$ cat src/rtl/uart_fifo_ctl_pkg.sv
package uart_fifo_ctl_pkg;

  typedef struct packed {
    logic [1:0] rx_code;
    logic [1:0] tx_code;
    logic       blk_mode;
    logic       tx_clr;
    logic       rx_clr;
    logic       en;
  } fcr_t;

  function automatic logic [7:0] rx_code_lvl(input logic [1:0] code);
    case (code)
      2'b00:   return 8'd8;
      2'b01:   return 8'd16;
      2'b10:   return 8'd24;
      default: return 8'd28;
    endcase
  endfunction

  // deliberately non-monotonic code order
  function automatic logic [7:0] tx_code_lvl(input logic [1:0] code);
    case (code)
      2'b00:   return 8'd16;
      2'b01:   return 8'd8;
      2'b10:   return 8'd24;
      default: return 8'd30;
    endcase
  endfunction

endpackage

$ cat src/rtl/byte_fifo.sv
module byte_fifo #(
  parameter int DEPTH = 32,
  parameter int W     = 8,
  localparam int AW   = (DEPTH > 1) ? $clog2(DEPTH) : 1,
  localparam int CW   = $clog2(DEPTH + 1)
) (
  input  logic          clk_i,
  input  logic          rst_ni,
  input  logic          clr_i,
  input  logic          en_i,
  input  logic          push_i,
  input  logic [W-1:0]  data_i,
  input  logic          pop_i,
  output logic [W-1:0]  data_o,
  output logic [CW-1:0] count_o,
  output logic          full_o
);

  logic [W-1:0]  mem [DEPTH];
  logic [AW-1:0] wr_ptr, rd_ptr;
  logic [CW-1:0] cnt;
  logic          do_push, do_pop;

  // disabled queue behaves as a single holding byte
  assign full_o  = en_i ? (cnt == CW'(DEPTH)) : (cnt != '0);
  assign do_push = push_i && !full_o && !clr_i;
  assign do_pop  = pop_i && (cnt != '0) && !clr_i;

  function automatic logic [AW-1:0] nxt(input logic [AW-1:0] p);
    return (p == AW'(DEPTH - 1)) ? '0 : p + 1'b1;
  endfunction

  always_ff @(posedge clk_i or negedge rst_ni) begin
    if (!rst_ni) begin
      wr_ptr <= '0;
      rd_ptr <= '0;
      cnt    <= '0;
    end else if (clr_i) begin
      wr_ptr <= '0;
      rd_ptr <= '0;
      cnt    <= '0;
    end else begin
      if (do_push) wr_ptr <= nxt(wr_ptr);
      if (do_pop)  rd_ptr <= nxt(rd_ptr);
      case ({do_push, do_pop})
        2'b10:   cnt <= cnt + 1'b1;
        2'b01:   cnt <= cnt - 1'b1;
        default: cnt <= cnt;
      endcase
    end
  end

  always_ff @(posedge clk_i) begin
    if (do_push) mem[wr_ptr] <= data_i;
  end

  assign data_o  = mem[rd_ptr];
  assign count_o = cnt;

endmodule

$ cat src/rtl/trig_sel.sv
module trig_sel
  import uart_fifo_ctl_pkg::*;
#(
  parameter int CW = 6,
  parameter int LW = 8,
  localparam int XW = ((CW > LW) ? CW : LW) + 1
) (
  input  logic [1:0]    rx_code_i,
  input  logic [1:0]    tx_code_i,
  input  logic [LW-1:0] rx_lvl_i,
  input  logic [LW-1:0] tx_lvl_i,
  input  logic [LW-1:0] flow_hi_i,
  input  logic [LW-1:0] flow_lo_i,
  input  logic [CW-1:0] rx_count_i,
  input  logic [CW-1:0] tx_count_i,
  output logic          rx_reach_o,
  output logic          tx_drain_o
);

  logic          custom;
  logic [XW-1:0] rx_trig, tx_trig;

  assign custom  = |{rx_lvl_i, tx_lvl_i, flow_hi_i, flow_lo_i};
  assign rx_trig = custom ? XW'(rx_lvl_i) : XW'(rx_code_lvl(rx_code_i));
  assign tx_trig = custom ? XW'(tx_lvl_i) : XW'(tx_code_lvl(tx_code_i));

  assign rx_reach_o = XW'(rx_count_i) >= rx_trig;
  assign tx_drain_o = XW'(tx_count_i) <= tx_trig;

endmodule

$ cat src/rtl/dma_ready.sv
module dma_ready #(
  parameter bit RST_VAL = 1'b1
) (
  input  logic clk_i,
  input  logic rst_ni,
  input  logic block_i,
  input  logic clr_i,
  input  logic single_hi_i,
  input  logic hi_i,
  input  logic lo_i,
  output logic rdy_no
);

  always_ff @(posedge clk_i or negedge rst_ni) begin
    if (!rst_ni)       rdy_no <= RST_VAL;
    else if (clr_i)    rdy_no <= RST_VAL;
    else if (!block_i) rdy_no <= single_hi_i;
    else if (hi_i)     rdy_no <= 1'b1;
    else if (lo_i)     rdy_no <= 1'b0;
  end

endmodule

$ cat src/rtl/uart_fifo_ctl.sv
module uart_fifo_ctl
  import uart_fifo_ctl_pkg::*;
#(
  parameter int DEPTH = 32,
  parameter int W     = 8,
  parameter int LW    = 8,
  localparam int CW   = $clog2(DEPTH + 1)
) (
  input  logic          clk_i,
  input  logic          rst_ni,
  input  logic          fcr_we_i,
  input  logic [7:0]    fcr_wdata_i,
  output logic [7:0]    fcr_o,
  input  logic [LW-1:0] rx_lvl_i,
  input  logic [LW-1:0] tx_lvl_i,
  input  logic [LW-1:0] flow_hi_i,
  input  logic [LW-1:0] flow_lo_i,
  input  logic          rx_push_i,
  input  logic [W-1:0]  rx_data_i,
  input  logic          rx_pop_i,
  output logic [W-1:0]  rx_data_o,
  output logic [CW-1:0] rx_count_o,
  output logic          rx_full_o,
  input  logic          tx_push_i,
  input  logic [W-1:0]  tx_data_i,
  input  logic          tx_pop_i,
  output logic [W-1:0]  tx_data_o,
  output logic [CW-1:0] tx_count_o,
  output logic          tx_full_o,
  input  logic          rx_timeout_i,
  output logic          rx_ready_no,
  output logic          tx_ready_no
);

  fcr_t fcr_q;
  logic blk, rx_reach, tx_drain;

  always_ff @(posedge clk_i or negedge rst_ni) begin
    if (!rst_ni) begin
      fcr_q <= '0;
    end else if (fcr_we_i) begin
      fcr_q <= fcr_t'(fcr_wdata_i);
    end else begin
      fcr_q.rx_clr <= 1'b0;
      fcr_q.tx_clr <= 1'b0;
    end
  end

  assign fcr_o = fcr_q;
  assign blk   = fcr_q.en && fcr_q.blk_mode;

  byte_fifo #(.DEPTH(DEPTH), .W(W)) u_rx_fifo (
    .clk_i, .rst_ni,
    .clr_i(fcr_q.rx_clr), .en_i(fcr_q.en),
    .push_i(rx_push_i), .data_i(rx_data_i), .pop_i(rx_pop_i),
    .data_o(rx_data_o), .count_o(rx_count_o), .full_o(rx_full_o)
  );

  byte_fifo #(.DEPTH(DEPTH), .W(W)) u_tx_fifo (
    .clk_i, .rst_ni,
    .clr_i(fcr_q.tx_clr), .en_i(fcr_q.en),
    .push_i(tx_push_i), .data_i(tx_data_i), .pop_i(tx_pop_i),
    .data_o(tx_data_o), .count_o(tx_count_o), .full_o(tx_full_o)
  );

  trig_sel #(.CW(CW), .LW(LW)) u_trig (
    .rx_code_i(fcr_q.rx_code), .tx_code_i(fcr_q.tx_code),
    .rx_lvl_i, .tx_lvl_i, .flow_hi_i, .flow_lo_i,
    .rx_count_i(rx_count_o), .tx_count_i(tx_count_o),
    .rx_reach_o(rx_reach), .tx_drain_o(tx_drain)
  );

  // channel 0 = receive, channel 1 = transmit
  logic [1:0] clr_v, single_hi_v, hi_v, lo_v, rdy_v;

  assign clr_v       = {fcr_q.tx_clr, fcr_q.rx_clr};
  assign single_hi_v = {tx_count_o != '0, rx_count_o == '0};
  assign hi_v        = {tx_full_o, rx_count_o == '0};
  assign lo_v        = {tx_drain, rx_reach || rx_timeout_i};

  for (genvar ch = 0; ch < 2; ch++) begin : g_rdy
    dma_ready #(.RST_VAL(ch == 0)) u_rdy (
      .clk_i, .rst_ni,
      .block_i(blk), .clr_i(clr_v[ch]),
      .single_hi_i(single_hi_v[ch]), .hi_i(hi_v[ch]), .lo_i(lo_v[ch]),
      .rdy_no(rdy_v[ch])
    );
  end

  assign rx_ready_no = rdy_v[0];
  assign tx_ready_no = rdy_v[1];

endmodule

$ cat config.mk
export PLATFORM = sky130hd
export DESIGN_NAME = uart_fifo_ctl
export DESIGN_NICKNAME = d
export VERILOG_FILES = /design/src/rtl/uart_fifo_ctl_pkg.sv /design/src/rtl/byte_fifo.sv /design/src/rtl/trig_sel.sv /design/src/rtl/dma_ready.sv /design/src/rtl/uart_fifo_ctl.sv
export SDC_FILE = /design/constraint.sdc
export NUM_CORES = 1
export LEC_CHECK = 0
export BUFFER_PORTS_ARGS = -buffer_cell sky130_fd_sc_hd__buf_2
export CORE_MARGIN = 2
export CORE_UTILIZATION = 55
export CTS_CLUSTER_SIZE = 12
export DETAILED_ROUTE_END_ITERATION = 10
export PLACE_DENSITY = 0.73
export SYNTH_ARGS = -nofsm -noshare
export SYNTH_HDL_FRONTEND = slang
export SYNTH_SLANG_ARGS = --single-unit
$ cat constraint.sdc
create_clock -name clk_i -period 5.12 [get_ports clk_i]
set_clock_uncertainty 0.15 [all_clocks]
set_input_delay 0.256 -clock clk_i [delete_from_list [all_inputs] [get_ports clk_i]]
set_output_delay 0.256 -clock clk_i [all_outputs]
set_load 0.005 [all_outputs]
==> flow_metrics.tcl <==
set metrics [dict create \
    critPathArrivalTime_ps 3660 \
    cts_tree "done" \
    die_h_um 207 \
    slew_viol_final 0 \
    fin_util_pct 62.4 \
    drt_iter0_drc 988 \
    route.antenna.remaining_nets 0 \
    crit_path_frequent_cell "mux4_2" \
    hp-class "input pin to flop" \
    synthCells 1150 \
    clockPowerShare_pct 30.6 \
    period_share_pct 79.3 \
    syn_nets 1250 \
    core-area_um2 40800 \
    numCtsBuffers 54 \
    power_density_nw_per_um2 451 \
    layout-drive-gt1-share_pct 28.6 \
    ctsHoldBuffers 25 \
    grt_pass1_vias 11600 \
    async_reset_ff_share_pct 7.58 \
    power.internal_w 0.00840 \
    rsz0062_at_grt "no" \
    numPortBuffers 103 \
    vias_per_cell 6.15 \
    dieArea_um2 43000 \
    synth_top_cell_area_share_pct 67.6 \
    cts-resized-gates 0 \
    status "finished clean" \
    cpLargestDelayFamily "multiplexers" \
    cts_sinks 554 \
    path_cells "buf_4, mux4_2, mux4_2, mux2_2, buf_2" \
    startpoint_type "flop" \
    post-dp-hpwl_mm 28.9 \
    max_stage_delay_ps 1020 \
    seq_power_share_pct 47.8 \
    p_leak_nw 8.29 \
    fillers 2781 \
    drc 0 \
    grt_antenna_before_repair 1 \
    yosysWarnings 0 \
    multi_input_area_um2 5980 \
    drv_cap 0 \
    io-pin-count 104 \
    ir_drop_uv 390 \
    htree_levels 2 \
    synth_edf_count 512 \
    worstMarginPinSlew_ps 1080 \
    dpl_worst_slack_ps 1580 \
    maxSlewHeadroom_pct 27.9 \
    synth_ff_type "edfxtp_1" \
    cp_max_fo 48 \
    grt_pass1_wl_mm 71.1 \
    cpMaxStageDelayCell "dfrtp_4" \
    tns_ps 0 \
    setup_slack_ps 1060 \
    dr.pass1.iters 5 \
    grt_util_all_layers_pct 22.1 \
    worstPathRequired_ps 4710 \
    final-seq-area_um2 16400 \
    clock_latency_ps 590 \
    synth-seq-cells 554 \
    ys_seq_area_share_pct 72.2 \
    switching_share_pct 26.9 \
    finalSetupViolCount 0 \
    synth_commonest_cells "edfxtp_1 (512), mux4_2 (160), nor2_1 (100), dfrtp_1 (41), clkbuf_1 (35)" \
    synth.area.top_cells "edfxtp_1 (68%), mux4_2 (16%), dfrtp_1 (4.5%)" \
    grt_max_degree 49 \
    fin_hold_ws_ps 29.4 \
    cp-end-kind "primary output" \
    synth_cell_types 53 \
    p_comb_share_pct 21.7 \
    root_buffer "clkbuf_16" \
    yosys.area.top_type "edfxtp_1" \
    syn_avg_cell_area_um2 19.8 \
    post_cts_buffers 0 \
    clock_path_buffers 3 \
    gp_congestion 0.857 \
    finalNetCount 1382 \
    p_sw_w 0.00309 \
    critPathKind "flop to primary output" \
    syn_to_final_growth_pct 12.0 \
    period_minus_slack_ps 4060 \
    wire_per_inst_um 25.2 \
    clkTransAtPathRegs_ps 60 \
    gr-total-overflow 0 \
    row_count 74 \
    fp.dieW_um 207 \
    yosysMostFrequentCell "edfxtp_1" \
    start_util_pct 55.7 \
    wl_mm 46.4 \
    max_freq_mhz 246 \
    num_antenna_cells 0 \
    synth_area_um2 22800 \
    vias 11300 \
    hold_violations 0 \
    path_buf_inv 2 \
]
metrics by stage:
step	power (W)	instances	cell area, um^2
2_1_floorplan	0.00728	1150	22800
3_3_place_gp	0.00803	1733	23700
6_report	0.0115	1845	25500
4_1_cts	0.0116	1845	25500
5_1_grt	0.0120	1845	25500
3_5_place_dp	0.00808	1733	23700
worst paths after layout:
kind | to | slack [ps] | cells past startpoint | from
setup / recovery | tx_data_o[5] | 1060 | 5 | u_tx_fifo.rd_ptr[0]
hold / removal | u_tx_fifo.mem[12][0] | 30 | 1 | tx_data_i[0]
setup reg to reg | u_rx_fifo.count_o[5] | 1670 | 10 | u_rx_fifo.count_o[0]
hold reg to reg | u_tx_fifo.count_o[2] | 440 | 2 | u_tx_fifo.count_o[2]
max in group asynchronous | u_rx_fifo.rd_ptr[0] | 3920 | 2 | rst_ni
min in group asynchronous | u_tx_fifo.count_o[1] | 200 | 2 | rst_ni
state kept, by name, summed over array words and instances (netlist names):
register	count
u_rx_fifo.wr_ptr	5
u_rx_fifo.count_o	6
u_rx_fifo.mem	256
g_rdy.u_rdy.rdy_no	2
u_rx_fifo.rd_ptr	5
u_tx_fifo.count_o	6
u_tx_fifo.wr_ptr	5
u_tx_fifo.rd_ptr	5
fcr_o	8
u_tx_fifo.mem	256
cell families (layout without fill, tap and decap cells):
family | after synthesis | in the layout | synth area share, %
compound gates | 87 | 87 | 2.40
xor+xnor | 6 | 6 | 0.231
fa+ha+maj | 36 | 36 | 2.05
buf+inv | 74 | 237 | 1.52
flops | 554 | 554 | 72.2
mux | 191 | 191 | 17.3
simple gates | 202 | 202 | 4.29
final cells by class:
class / instances / share of cell area (%)
clock inverters: 10 / 0.265
clock buffers: 77 / 5.68
well taps: 532 / 2.61
repair buffers: 139 / 3.33
multi-input cells: 522 / 23.5
flip-flops and latches: 554 / 64.5
inverters: 11 / 0.162
worst reg2reg max path, cell delays in order (launching register included):
cell      delay [ps]
dfrtp_1          470
or4_4            600
nand3b_1         240
a21oi_1          510
ha_1             360
a211oi_1         310
o21ai_0          140
o21ai_0          110
xnor2_1          170
mux2i_1          210
o21ai_1           70
power by group through the flow:
stage | Clock (W) | Sequential [W] | Combinational (W)
2_1_floorplan | 0 | 0.00529 | 0.00199
3_3_place_gp | 0 | 0.00559 | 0.00244
3_5_place_dp | 0 | 0.00560 | 0.00248
4_1_cts | 0.00358 | 0.00550 | 0.00252
5_1_grt | 0.00374 | 0.00554 | 0.00270
6_report | 0.00352 | 0.00549 | 0.00249
layer usage:
metal / vias to the layer above / global-route usage, % / wire length (um)
met5: - / 0 / 7
met4: 2 / 6.50 / 910
met3: 69 / 3.13 / 2820
met2: 406 / 36.4 / 23600
met1: 5898 / 31.2 / 19100
li1: 4966 / - / -
cell usage in the layout, fill, tap and decap left out, types with 5 or more instances in the layout:
| cell type | n |
|---|---|
| mux2i_1 | 9 |
| a211oi_1 | 5 |
| nor4_1 | 8 |
| edfxtp_1 | 512 |
| and3_1 | 5 |
| a31oi_1 | 6 |
| mux2_2 | 22 |
| inv_1 | 10 |
| dlygate4sd3_1 | 25 |
| nor2_1 | 100 |
| buf_4 | 11 |
| mux4_2 | 160 |
| o21ai_1 | 13 |
| buf_2 | 103 |
| clkbuf_1 | 22 |
| nand3b_1 | 7 |
| a21o_1 | 10 |
| ha_1 | 34 |
| dfrtp_1 | 37 |
| nand3_1 | 10 |
| o21ai_0 | 11 |
| clkbuf_16 | 54 |
| nand2b_1 | 8 |
| nand2_1 | 28 |
| a21oi_1 | 25 |
| nor3_1 | 9 |
(Power assumes the default switching activity.)
